## src/rtl/serial_audio_port.sv

```systemverilog
module serial_audio_port #(
  parameter int W = 20
) (
  input  logic         clk,
  input  logic         rst_n,
  input  logic         cap_fall,
  input  logic         tx_lj,
  input  logic [1:0]   rx_mode,
  input  logic         sck_in,
  input  logic         fs_in,
  input  logic         sd_in,
  output logic         sd_out,
  input  logic [W-1:0] tx_left,
  input  logic [W-1:0] tx_right,
  output logic         tx_take,
  output logic [W-1:0] rx_left,
  output logic [W-1:0] rx_right,
  output logic         rx_valid
);
  localparam int CW = $clog2(W + 1);
  localparam logic [CW-1:0] FULL = CW'(W);

  logic sck_q;
  always_ff @(posedge clk) sck_q <= sck_in;

  wire sck_rise = sck_in & ~sck_q;
  wire sck_fall = ~sck_in & sck_q;
  wire cap_ev   = cap_fall ? sck_fall : sck_rise;
  wire lau_ev   = cap_fall ? sck_rise : sck_fall;

  // receive side
  logic          rx_run, rx_sync, rx_fs, have_l;
  logic [W-1:0]  rsh, lhold;
  logic [CW-1:0] rcnt;

  wire rx_lj   = (rx_mode == 2'b01);
  wire rx_rj   = (rx_mode == 2'b10);
  wire rx_i2s  = ~rx_lj & ~rx_rj;
  wire rx_edge = rx_run && (fs_in != rx_fs);
  wire [W-1:0] rsh_in = {rsh[W-2:0], sd_in};
  wire [W-1:0] word   = (rx_i2s && rcnt < FULL) ? rsh_in : rsh;
  wire ended_left     = rx_i2s ? ~rx_fs : rx_fs;

  always_ff @(posedge clk) begin
    if (!rst_n) begin
      rx_run   <= 1'b0;
      rx_sync  <= 1'b0;
      rx_fs    <= 1'b0;
      have_l   <= 1'b0;
      rsh      <= '0;
      lhold    <= '0;
      rcnt     <= FULL;
      rx_left  <= '0;
      rx_right <= '0;
      rx_valid <= 1'b0;
    end else begin
      rx_valid <= 1'b0;
      if (cap_ev) begin
        rx_run <= 1'b1;
        rx_fs  <= fs_in;
        if (rx_edge) begin
          rx_sync <= 1'b1;
          if (rx_sync) begin
            if (ended_left) begin
              lhold  <= word;
              have_l <= 1'b1;
            end else if (have_l) begin
              rx_left  <= lhold;
              rx_right <= word;
              rx_valid <= 1'b1;
              have_l   <= 1'b0;
            end
          end
          if (rx_i2s) begin
            rcnt <= '0;
          end else begin
            rsh  <= rsh_in;
            rcnt <= CW'(1);
          end
        end else if (rx_rj || rcnt < FULL) begin
          rsh <= rsh_in;
          if (rcnt < FULL) rcnt <= rcnt + 1'b1;
        end
      end
    end
  end

  // transmit side
  logic          tx_run, tx_fs;
  logic [W-1:0]  tsh, rhold;
  logic [CW-1:0] tcnt;

  wire tx_new       = ~tx_run || (fs_in != tx_fs);
  wire tx_left_half = tx_lj ? fs_in : ~fs_in;
  wire [W-1:0] nxt_word = tx_left_half ? tx_left : rhold;

  always_ff @(posedge clk) begin
    if (!rst_n) begin
      tx_run  <= 1'b0;
      tx_fs   <= 1'b0;
      tsh     <= '0;
      rhold   <= '0;
      tcnt    <= FULL;
      sd_out  <= 1'b0;
      tx_take <= 1'b0;
    end else begin
      tx_take <= 1'b0;
      if (lau_ev) begin
        tx_run <= 1'b1;
        tx_fs  <= fs_in;
        if (tx_new) begin
          if (tx_left_half) begin
            rhold   <= tx_right;
            tx_take <= 1'b1;
          end
          if (tx_lj) begin
            sd_out <= nxt_word[W-1];
            tsh    <= {nxt_word[W-2:0], 1'b0};
            tcnt   <= CW'(1);
          end else begin
            sd_out <= (tcnt < FULL) & tsh[W-1];
            tsh    <= nxt_word;
            tcnt   <= '0;
          end
        end else if (tcnt < FULL) begin
          sd_out <= tsh[W-1];
          tsh    <= {tsh[W-2:0], 1'b0};
          tcnt   <= tcnt + 1'b1;
        end else begin
          sd_out <= 1'b0;
        end
      end
    end
  end
endmodule

```

## config.mk

```make
export PLATFORM = sky130hd
export DESIGN_NAME = serial_audio_port
export DESIGN_NICKNAME = d
export VERILOG_FILES = /design/src/rtl/serial_audio_port.sv
export SDC_FILE = /design/constraint.sdc
export NUM_CORES = 1
export LEC_CHECK = 0
export BUFFER_PORTS_ARGS = -buffer_cell sky130_fd_sc_hd__buf_2
export CORE_MARGIN = 2
export CORE_UTILIZATION = 50
export CTS_BUF_LIST = sky130_fd_sc_hd__clkbuf_16
export CTS_CLUSTER_DIAMETER = 150
export DETAILED_ROUTE_END_ITERATION = 12
export GPL_TIMING_DRIVEN = 0
export PLACE_DENSITY = 0.74
export RECOVER_POWER = 100
export REMOVE_ABC_BUFFERS = 1
export SYNTH_ARGS = -nofsm -noshare
export SYNTH_HDL_FRONTEND = slang
export SYNTH_SLANG_ARGS = --single-unit
```

## constraint.sdc

```tcl
create_clock -name clk -period 4.29 [get_ports clk]
set_clock_uncertainty 0.1 [all_clocks]
set_input_delay 1.287 -clock clk [delete_from_list [all_inputs] [get_ports clk]]
set_output_delay 1.287 -clock clk [all_outputs]
set_load 0.1 [all_outputs]
```

Word-level counts from Yosys, hierarchy flattened
Index checks and enable logic that the tools add are counted.
- register bits: 140
- output and inout bits: 43
- logic and storage cells: 85
- add/sub/neg operators: 2
- $lt $le $gt $ge: 2
- equality and inequality tests: 5
- mux-type cells: 25
- bitwise gates (word level): 16
- reductions and logical operators: 17
- operator list (kind ; number):
    20-bit 2-to-1 mux ; 8
    5-bit 2-to-1 mux ; 5
    3-bit AND reduction ; 5
    1-bit 2-to-1 mux ; 12
    1-bit inverter ; 12
    5-bit by 1-bit adder with 5-bit output (second input constant) ; 2
    5-bit < comparator (second input constant) ; 2
    2-bit nonzero test ; 3
    5-bit AND reduction ; 1
    5-bit OR reduction ; 1
    1-bit AND ; 4
    2-bit AND reduction ; 2
    4-bit AND reduction ; 1
    2-bit by 1-bit == test with 1-bit output (second input constant) ; 1
    2-bit == test (second input constant) ; 1
    1-bit logical AND ; 2
    1-bit logical OR ; 2
    1-bit inequality test ; 2
    2-bit inequality test (second input constant) ; 1

Longest topological paths before layout
Gate-level depths: netlist of run 1.
- depth in word-level cells: 6
- mapped depth: 8
- depth with buffers taken out: 6

Least setup slack after synthesis of run 1
No wires, ideal clock.
- path type: input-to-reg
- start point: input port rx_mode[0]
- end point: register lhold[10]
- data arrival time: 2782 ps
- data required time: 4118 ps
- setup slack: 1336 ps
- cell stages on the path: 8
- path buffers: 2
- cell sequence: inv_1 > ha_1 > clkbuf_1 > xor2_1 > nand2_1 > nor3_2 > buf_2 > mux2i_1
- word-level cells in the longest chain between the ends: 5
- elaborated cells on any way between the ends: 9
- RTL lines (item ; RTL line ; text):
    from (decl) ; 8 ; input logic [1:0] rx_mode,
    2-bit by 1-bit == test with 1-bit output or 2-bit == test (tied branches) ; 36, 37 ;
    1-bit inverter ; 38 ; wire rx_i2s = ~rx_lj & ~rx_rj;
    1-bit AND * ; 38 ;
    1-bit 2-to-1 mux or 1-bit logical AND (tied branches) ; 42, 41 ;
    4-bit AND reduction (no source line) or 20-bit 2-to-1 mux (tied branches) ; n/a ;
    to (signal assigned) ; 65 ; lhold <= word;
    to (decl) ; 33 ; logic [W-1:0] rsh, lhold;
Every way passes the cells marked *; elsewhere a longest branch is shown, timed or not.
A chain may end at the register's enable or synchronous reset.

Final worst setup path of run 1
- start point: input port fs_in
- end point: register rx_right[9]
- word-level cells in the longest chain between the ends: 3
- RTL lines (item ; RTL line ; text):
    from (decl) ; 10 ; input logic fs_in,
    1-bit inequality test ; 39 ; wire rx_edge = rx_run && (fs_in != rx_fs);
    1-bit logical AND ; 39 ;
    5-bit AND reduction (no source line) ; n/a ;
    to (signal assigned) ; 69 ; rx_right <= word;
    to (decl) ; 17 ; output logic [W-1:0] rx_right,
No other way between the ends.

==> metrics.txt, run 1 <==
status=finished, violations left; failing checks=max-capacitance violations, max-slew violations; initial core utilization=0.512; hpwl dp=9.22 mm; # setup viols final=0; CP max stage cell=buf_2; Fin. Hold Viols=0; CORE AREA=12600 sq um; largest net degree at the start of global routing=84; Max rail drop VDD=239 uV; P&R area growth vs syn=15.9%; vias per inst=5.57; fin. max-slew vios=41; root buf cell=clkbuf_16; sequential share of power=0.453; CP delay by family, top=buffers and inverters; ANT nets after route=0; Worst slew margin=-0.00768; Switch Pwr=~720 uW; Worst-Skew Late Latency=0.42 ns; P_int=around 2300 uW; clk sinks=140; ys async rst share=0; ANT cells=0; vias=5344; Worst Path Buf+Inv=3; Syn. warnings=0; Routed wire per std cell=14.7 microns; Synth Flop Type=dfxtp_1; register area share after synthesis=0.436; grt total ovfl=0; final non-filler cell total=959; IO Port Bufs=91; Total Wirelength=14.1 mm; largest stage delay on the critical path=~0.64 ns; min Tclk post-route=3.67 ns; CTS tree=done; Worst setup EP type=flip-flop; Post-CTS Setup Inserts=0; nets=826; Crit Path Category=in2reg; placed cell count=927; crit start category=input pin; total track usage=0.208; Power, Total=2980 uW; Leakage=0.00258 uW; CTS clk-pin slew, worst paths=0.06 ns; # IOs=92; HP Class=reg2reg; Mapped Avg Cell Area=9.00 sq um; CP Data Arrival Time=3.91 ns; Die ar.=13800 sq um; PwrDens=400 nW/um^2; max-cap violations=1; Die Wd=117 microns; DRC=0; fin worst setup slack=0.619 ns; Row Count=41; pre-CTS worst setup slack=0.288 ns; Required @ worst endpoint=4.53 ns; maximum clock insertion buffer count=2; unrepaired setup endpoints after global routing=false; routability-driven placement congestion ratio=0.782; fillers=roughly 1100; global-route wire length before repair=24.0 mm; Post-Syn Area=6430 sq um; clock buffer count from CTS=17; Clock Power Share=0.467; Mapped Cells=715; H-tree depth=4; Combinational Power Share=0.080; number of flip-flops and latches in the synthesized netlist=140; Peak Freq=272 MHz; DR pass1 iterations=5; Post-CTS Hold Fix Bufs=0; critical path cell sequence=buf_2 -> xor2_1 -> nand2_1 -> nor4_4 -> buf_8 -> buf_6 -> mux2i_1; R2R Setup Slk=1.52 ns; vias in the first global route=5264; Tcrit/Tclk final=0.856; Die Y=117 microns; DRT iter0 DRCs=323; post-CTS sizing=0; Sw Share=0.241; actual slew at the worst max-slew pin=1.51 ns; antenna violations before repair=0; post-synth cell types=between 50 and 60; CP Max Fanout=29; layout cell share with drive strength beyond 1=0.136; Post-synth EDFFs=0
-- state kept, by name (all words and copies together), names as in the netlist --
name	cells
tcnt	5
rx_run	1
tx_fs	1
rx_left	20
rsh	20
tsh	20
tx_run	1
rx_right	20
rcnt	5
lhold	20
rx_fs	1
rx_valid	1
have_l	1
tx_take	1
rx_sync	1
rhold	20
sck_q	1
sd_out	1
-- power groups by stage --
stage,logic [uW],clock network [uW],registers (uW)
4_1_cts,244,1410,1350
5_1_grt,266,1470,1360
6_report,239,1390,1350
3_5_place_dp,243,0,1380
2_1_floorplan,140,0,1380
3_3_place_gp,228,0,1380
-- synthesized netlist by cell type (5+ instances only) --
library cell / number / share of area
nand2_1: 174 / 0.10
dfxtp_1: 140 / 0.44
mux2i_1: 83 / 0.13
nand3_1: 62 / 0.048
o21ai_0: 56 / 0.044
clkbuf_1: 40 / 0.023
a21o_1: 20 / 0.023
mux4_2: 18 / 0.063
a21oi_1: 17 / 0.013
a31oi_1: 11 / 0.011
buf_2: 9 / 0.0070
inv_1: 8 / 0.0047
nor2_1: 7 / 0.0041
buf_6: 5 / 0.0087
-- final cells by class --
cell class	count	area [sq um]	area share
clock inverters	15	134	0.0179
inverters	8	30.0	0.00403
well taps	172	215	0.0289
repair buffers	98	513	0.0688
clock buffers	17	425	0.0570
multi-input cells	509	3340	0.448
flip-flops and latches	140	2800	0.376
-- stage by stage --
stage | setup TNS, ns | util | area [sq um] | hold WS (ns)
global placement | -118.63 | 0.544 | 6840 | 0.338
detailed placement | 0 | 0.557 | 7000 | 0.343
finish | 0 | 0.593 | 7460 | 0.354
global route | 0 | 0.593 | 7460 | 0.371
CTS | 0 | 0.602 | 7560 | 0.355
floorplan | -15.10 | - | 6170 | 0.335
-- final timing paths --
path	from	to	cells past startpoint
worst min-delay path	rx_right[12]$_SDFFE_PN0P_	rx_right[12]$_SDFFE_PN0P_	2
worst max register to register	rcnt[2]$_SDFFE_PN1P_	rsh[14]$_SDFFE_PN0P_	5
worst max-delay path	fs_in	rx_right[9]$_SDFFE_PN0P_	7
worst min register to register	rx_right[12]$_SDFFE_PN0P_	rx_right[12]$_SDFFE_PN0P_	2
-- layer usage --
layer	share of wire	routed length (microns)	global-route usage
met3	0.047	667	0.0443
met5	0	0	0
met2	0.48	6770	0.351
met4	0.014	201	0.0745
met1	0.46	6490	0.264
-- layout by cell type (no fill, tap or decap), drive strengths merged, types with 4 or more instances in the layout --
cell    instances
nand2         175
dfxtp         140
mux2i          83
clkbuf         63
nand3          62
o21ai          58
buf            52
a21o           20
mux4           18
a21oi          17
a31oi          11
inv            10
clkinv          8
nor2            7
xor2            4
nand2b          4
-- logic make-up after synthesis --
group,after synthesis,share of synthesized area
simple gates,267,0.183
flops,140,0.436
compound gates,130,0.123
mux,102,0.194
buf+inv,66,0.0461
xor+xnor,7,0.0124
fa+ha+maj,3,0.00583
-- tightest hold or removal path: cells and delay by family, from the launching register on --
| kind | cells | cell delay [ns] |
|---|---|---|
| simple gates | 1 | 0.05 |
| flops | 1 | 0.31 |
| mux | 1 | 0.05 |
Power figures use the tool's default switching activity.
==> inputs of run 2 (changes only) <==
==> config.mk (replaced) <==
export PLATFORM = sky130hd
export DESIGN_NAME = serial_audio_port
export DESIGN_NICKNAME = d
export VERILOG_FILES = /design/src/rtl/serial_audio_port.sv
export SDC_FILE = /design/constraint.sdc
export NUM_CORES = 1
export LEC_CHECK = 0
export CORE_MARGIN = 2
export CORE_UTILIZATION = 50
export CTS_BUF_LIST = sky130_fd_sc_hd__clkbuf_16
export CTS_CLUSTER_DIAMETER = 150
export DETAILED_ROUTE_END_ITERATION = 12
export DONT_BUFFER_PORTS = 1
export PLACE_DENSITY = 0.68
export RECOVER_POWER = 100
export REMOVE_ABC_BUFFERS = 1
export SLEW_MARGIN = 0
export SYNTH_ARGS = -nofsm -noshare
export SYNTH_HDL_FRONTEND = slang
export SYNTH_SLANG_ARGS = --single-unit
==> metrics.txt, run 2 (synthesized netlist as in run 1, its figures left out) <==
Max rail drop VDD=237 uV (-0.69%); min-delay src=rsh[19]$_SDFFE_PN0P_; Fin. Hold Viols=0 (unchanged); Total Wirelength=14.2 mm (+0.76%); Post-CTS Hold Fix Bufs=0 (unchanged); Hold Path Sink=rsh[19]$_SDFFE_PN0P_; Worst-Skew Late Latency=0.42 ns (about the same); Crit Path Category=in2reg; vias in the first global route=4877 (-7.4%); status=finished, violations left; crit start category=input pin; DRT iter0 DRCs=356 (+10%); antenna violations before repair=0 (unchanged); max-cap violations=1 (unchanged); Register Area=2800 sq um (unchanged); Required @ worst endpoint=4.53 ns (about the same); # setup viols final=0 (unchanged); CP Max Fanout=15 (-48%); initial core utilization=0.512 (unchanged); grt total ovfl=0 (unchanged); M2 GR Usage=0.342 (-0.00841); Die Y=117 microns (unchanged); Leakage=0.00233 uW (-9.5%); pre-CTS worst setup slack=1.16 ns (+0.875 ns); most common cell after layout, fill and taps aside=nand2_1; fin util=0.561 (-0.0320); Post-CTS Setup Inserts=0 (unchanged); layout cell share with drive strength beyond 1=0.0844 (-0.0516); actual slew at the worst max-slew pin=1.54 ns (+0.0288 ns); DRC=0 (unchanged); commonest cells after routing, fill and taps aside=nand2_1 (174), dfxtp_1 (140), mux2i_1 (83); CORE AREA=12600 sq um (unchanged); most used routing layer=met2; R2R Setup Slk=1.60 ns (+0.08 ns); Die Wd=117 microns (unchanged); largest net degree at the start of global routing=153 (+82%); Routed wire per std cell=16.3 microns (+11%); Worst Hold Depth=2 (unchanged); # IOs=92 (unchanged); Tcrit/Tclk final=0.758 (-0.0979); total track usage=0.213 (+0.00457); HP Class=reg2reg; fin. max-slew vios=42 (+2.4%); hpwl dp=8.75 mm (-5.1%); min Tclk post-route=3.25 ns (-0.420 ns); FF-to-FF path depth=5 (unchanged); met3 Use GR=0.0647 (+0.0204); fin worst setup slack=1.04 ns (+0.420 ns); routability-driven placement congestion ratio=0.793 (+1.3%); met1 Use GR=0.267 (+0.00350); root buf cell=clkbuf_16; Die ar.=13800 sq um (unchanged); ANT nets after route=0 (unchanged); global-route wire length before repair=24.2 mm (+0.89%); clk sinks=140 (unchanged); H-tree depth=4 (unchanged); P&R area growth vs syn=9.66%; CTS clk-pin slew, worst paths=0.06 ns (about the same); ANT cells=0 (unchanged); maximum clock insertion buffer count=2 (unchanged); CP Data Arrival Time=3.49 ns (-0.42 ns); Peak Freq=308 MHz (+13%); post-CTS sizing=0 (unchanged); Row Count=41 (unchanged); unrepaired setup endpoints after global routing=false; reg-to-reg critical path endpoint=tsh[0]$_SDFFE_PN0P_; Worst slew margin=-0.0268 (-0.0192); Multi-input gate area=3330 sq um (-0.11%); worst r2r src=sck_q$_DFF_P_; hold_ws=0.359 ns (+0.00515 ns); clock buffer count from CTS=17 (unchanged); DR pass1 iterations=5 (unchanged); PwrDens=437 nW/um^2 (+9.3%); IO Port Bufs=0 (-100%); nets=738 (-11%); vias per inst=5.68 (+1.9%); CTS tree=done; failing checks=max-capacitance violations, max-slew violations; fillers=1141 (+3.5%); Worst setup EP type=flip-flop; vias=4945 (-7.5%)
## run 2: report_power, final
part	internal (uW)	total (uW)	leakage (uW)	switching (uW)
Sequential	1330	1360	0.00113	25.5
Clock	972	1550	0.000299	580
Combinational	76.6	178	0.000900	102
## run 2: final cells by class
type / instances / share of cell area
inverters: 8 / 0.00426
clock inverters: 15 / 0.0277
clock buffers: 17 / 0.0603
multi-input cells: 509 / 0.473
flip-flops and latches: 140 / 0.397
well taps: 172 / 0.0305
repair buffers: 10 / 0.00762
## run 2: how the worst max path moves through the flow
| stage | start | endpoint | slack (ns) |
|---|---|---|---|
| 2_1_floorplan | rx_mode[0] | rsh[0]$_SDFFE_PN0P_ | -0.26 |
| 3_3_place_gp | rx_mode[0] | rx_right[16]$_SDFFE_PN0P_ | 1.26 |
| 3_5_place_dp | rx_mode[0] | rx_right[17]$_SDFFE_PN0P_ | 1.16 |
| 4_1_cts | rx_left[16]$_SDFFE_PN0P_ | rx_left[16] | 1.47 |
| 5_1_grt | rx_mode[0] | lhold[11]$_SDFFE_PN0P_ | 0.92 |
| 6_report | rx_mode[0] | lhold[14]$_SDFFE_PN0P_ | 1.04 |
## run 2: worst max-delay path: stages
cell and delay (ns):
inv_1 0.02, ha_1 0.40, xor2_1 0.23, nand2_1 0.10, nor3_1 0.22, clkbuf_1 0.93
mux2i_1 0.29
## run 2: metal layers
layer  up-vias  wire [microns]
met5         -               0
met4         0             206
met3        22             914
met2       140            6860
met1      2327            6260
li1       2456               -
## run 2: through the flow
step / setup TNS [ns] / cell area [sq um] / instances / total power, uW
finish: 0 / 7060 / 871 / 3090
global route: 0 / 7060 / 871 / 3190
CTS: 0 / 7100 / 871 / 3100
detailed placement: 0 / 6480 / 839 / 1560
global placement: 0 / 6480 / 839 / 1560
floorplan: -15.10 / 6170 / 657 / 1520
==> inputs of run 3 (changes only) <==
--- a/config.mk
+++ b/config.mk
@@ -11,7 +11,7 @@
 export CTS_CLUSTER_DIAMETER = 150
 export DETAILED_ROUTE_END_ITERATION = 12
 export DONT_BUFFER_PORTS = 1
-export PLACE_DENSITY = 0.68
+export PLACE_DENSITY = 0.71
 export RECOVER_POWER = 100
 export REMOVE_ABC_BUFFERS = 1
 export SLEW_MARGIN = 0
==> constraint.sdc (replaced) <==
create_clock -name clk -period 2.9 [get_ports clk]
set_clock_uncertainty 0.1 [all_clocks]
set_input_delay 0.87 -clock clk [delete_from_list [all_inputs] [get_ports clk]]
set_output_delay 0.87 -clock clk [all_outputs]
set_load 0.1 [all_outputs]
==> metrics.txt, run 3 (synthesized netlist as in run 1, its figures left out) <==
CP Max Fanout=1 (-14); fin util=0.577 (+0.0150); status=complete, no violations; CORE AREA=12600 sq um (unchanged); # IOs=92 (unchanged); Die Wd=117 microns (unchanged); clock buffer count from CTS=17 (unchanged); total track usage=0.219 (+0.00682); fin. max-slew vios=0 (-100%); max-cap violations=0 (-1); P_int=3360 uW (+41%); DR pass1 iterations=4 (-1); ANT cells=0 (unchanged); Tcrit/Tclk final=0.898; H-tree depth=4 (unchanged); Required @ worst endpoint=1.93 ns (-2.60 ns); Leakage=0.00251 uW (+7.6%); Worst slew margin=0.183 (+0.209); CP max stage cell=buf_1; placed cell count=886 (+5.6%); maximum clock insertion buffer count=2 (unchanged); Post-CTS Hold Fix Bufs=0 (unchanged); Post-CTS Setup Inserts=0 (unchanged); Combinational Power Share=0.061 (+0.003); hpwl dp=9.41 mm (+7.6%); Peak Freq=384 MHz; Max rail drop VDD=586 uV (+150%); Register Area=2800 sq um (unchanged); routability-driven placement congestion ratio=0.769 (-3.0%); largest stage delay on the critical path=0.90 ns (-0.03 ns); initial core utilization=0.512 (unchanged); ANT nets after route=0 (unchanged); min Tclk post-route=2.60 ns; final non-filler cell total=918 (+5.4%); CP delay by family, top=buffers and inverters; layout cell share with drive strength beyond 1=0.134 (+0.0496); PwrDens=610 nW/um^2 (+40%); CP Data Arrival Time=1.63 ns (-1.86 ns); Multi-input gate area=3320 sq um (-0.38%); Clock Power Share=0.486 (-0.017); Total Wirelength=14.6 mm (+2.5%); Fin. Hold Viols=0 (unchanged); HP Class=reg2reg; Row Count=41 (unchanged); post-CTS sizing=0 (unchanged); vias per inst=5.72 (+0.75%); critical path cell sequence=buf_1; Worst setup EP type=primary output; actual slew at the worst max-slew pin=1.23 ns (-0.309 ns); unrepaired setup endpoints after global routing=false; nets=785 (+6.4%); DRT iter0 DRCs=337 (-5.3%); Die ar.=13800 sq um (unchanged); Sw Share=0.240 (+0.0112); antenna violations before repair=0 (unchanged); # setup viols final=0 (unchanged); IO Port Bufs=0 (unchanged); clk sinks=140 (unchanged); grt total ovfl=0 (unchanged); sequential share of power=0.452 (+0.012); vias in the first global route=5156 (+5.7%); CTS tree=done; Die Y=117 microns (unchanged); Routed wire per std cell=15.9 microns (-2.8%); Worst-Skew Late Latency=0.42 ns (about the same); DRC=0 (unchanged); vias=5251 (+6.2%); global-route wire length before repair=24.9 mm (+2.7%); largest net degree at the start of global routing=153 (unchanged); CTS clk-pin slew, worst paths=0.06 ns (about the same); P&R area growth vs syn=12.6%; most common cell after layout, fill and taps aside=nand2_1; commonest cells after routing, fill and taps aside=nand2_1 (174), dfxtp_1 (140), mux2i_1 (83); fillers=1080 (-5.3%); crit start category=flip-flop; Fin Setup TNS=0 ns (unchanged); Crit Path Category=reg2out; Switch Pwr=1060 uW (+50%); Worst Path Buf+Inv=1 (-1); root buf cell=clkbuf_16
[run 3: cell type report]
cell class,instances,area share
well taps,172,0.0297
clock inverters,15,0.0224
clock buffers,17,0.0587
multi-input cells,509,0.458
flip-flops and latches,140,0.387
repair buffers,57,0.0397
inverters,8,0.00414
[run 3: power by group through the flow]
| stage | sequential (uW) | combinational, uW | clock [uW] |
|---|---|---|---|
| after floorplan | 2040 | 206 | 0 |
| after global placement | 2040 | 270 | 0 |
| after detailed placement | 2040 | 278 | 0 |
| after CTS | 2000 | 281 | 2180 |
| after global routing | 2000 | 302 | 2270 |
| final | 2000 | 272 | 2150 |
[run 3: worst min-delay path, cell delays in order, from the launching register on]
cell	delay (ns)
dfxtp_1	0.31
nand2_1	0.05
mux2i_1	0.05
[run 3: worst paths after layout]
| check | from | endpoint | slack [ns] | cells after the start |
|---|---|---|---|---|
| min | rx_left[4]$_SDFFE_PN0P_ | rx_left[4]$_SDFFE_PN0P_ | 0.36 | 2 |
| max | tx_take$_SDFF_PN0_ | tx_take | 0.30 | 1 |
| max reg2reg | rcnt[2]$_SDFFE_PN1P_ | rcnt[2]$_SDFFE_PN1P_ | 0.52 | 4 |
| min reg2reg | rx_left[4]$_SDFFE_PN0P_ | rx_left[4]$_SDFFE_PN0P_ | 0.36 | 2 |
[run 3: layer usage]
layer / up-vias / GRT usage / wire length [microns]
li1: 2544 / - / -
met1: 2531 / 0.274 / 6440
met2: 152 / 0.360 / 6990
met3: 24 / 0.0652 / 913
met4: 0 / 0.0813 / 243
met5: - / 0 / 0
[run 3: per-stage QoR]
| stage | hold slack [ns] | setup slack [ns] | total power [uW] | instance area (sq um) |
|---|---|---|---|---|
| detailed placement | 0.352 | 0.307 | 2320 | 6840 |
| finish | 0.357 | 0.297 | 4420 | 7250 |
| global placement | 0.342 | 0.353 | 2310 | 6840 |
| floorplan | 0.335 | -1.23 | 2250 | 6170 |
| global route | 0.352 | 0.276 | 4580 | 7250 |
| CTS | 0.355 | 0.740 | 4460 | 7420 |
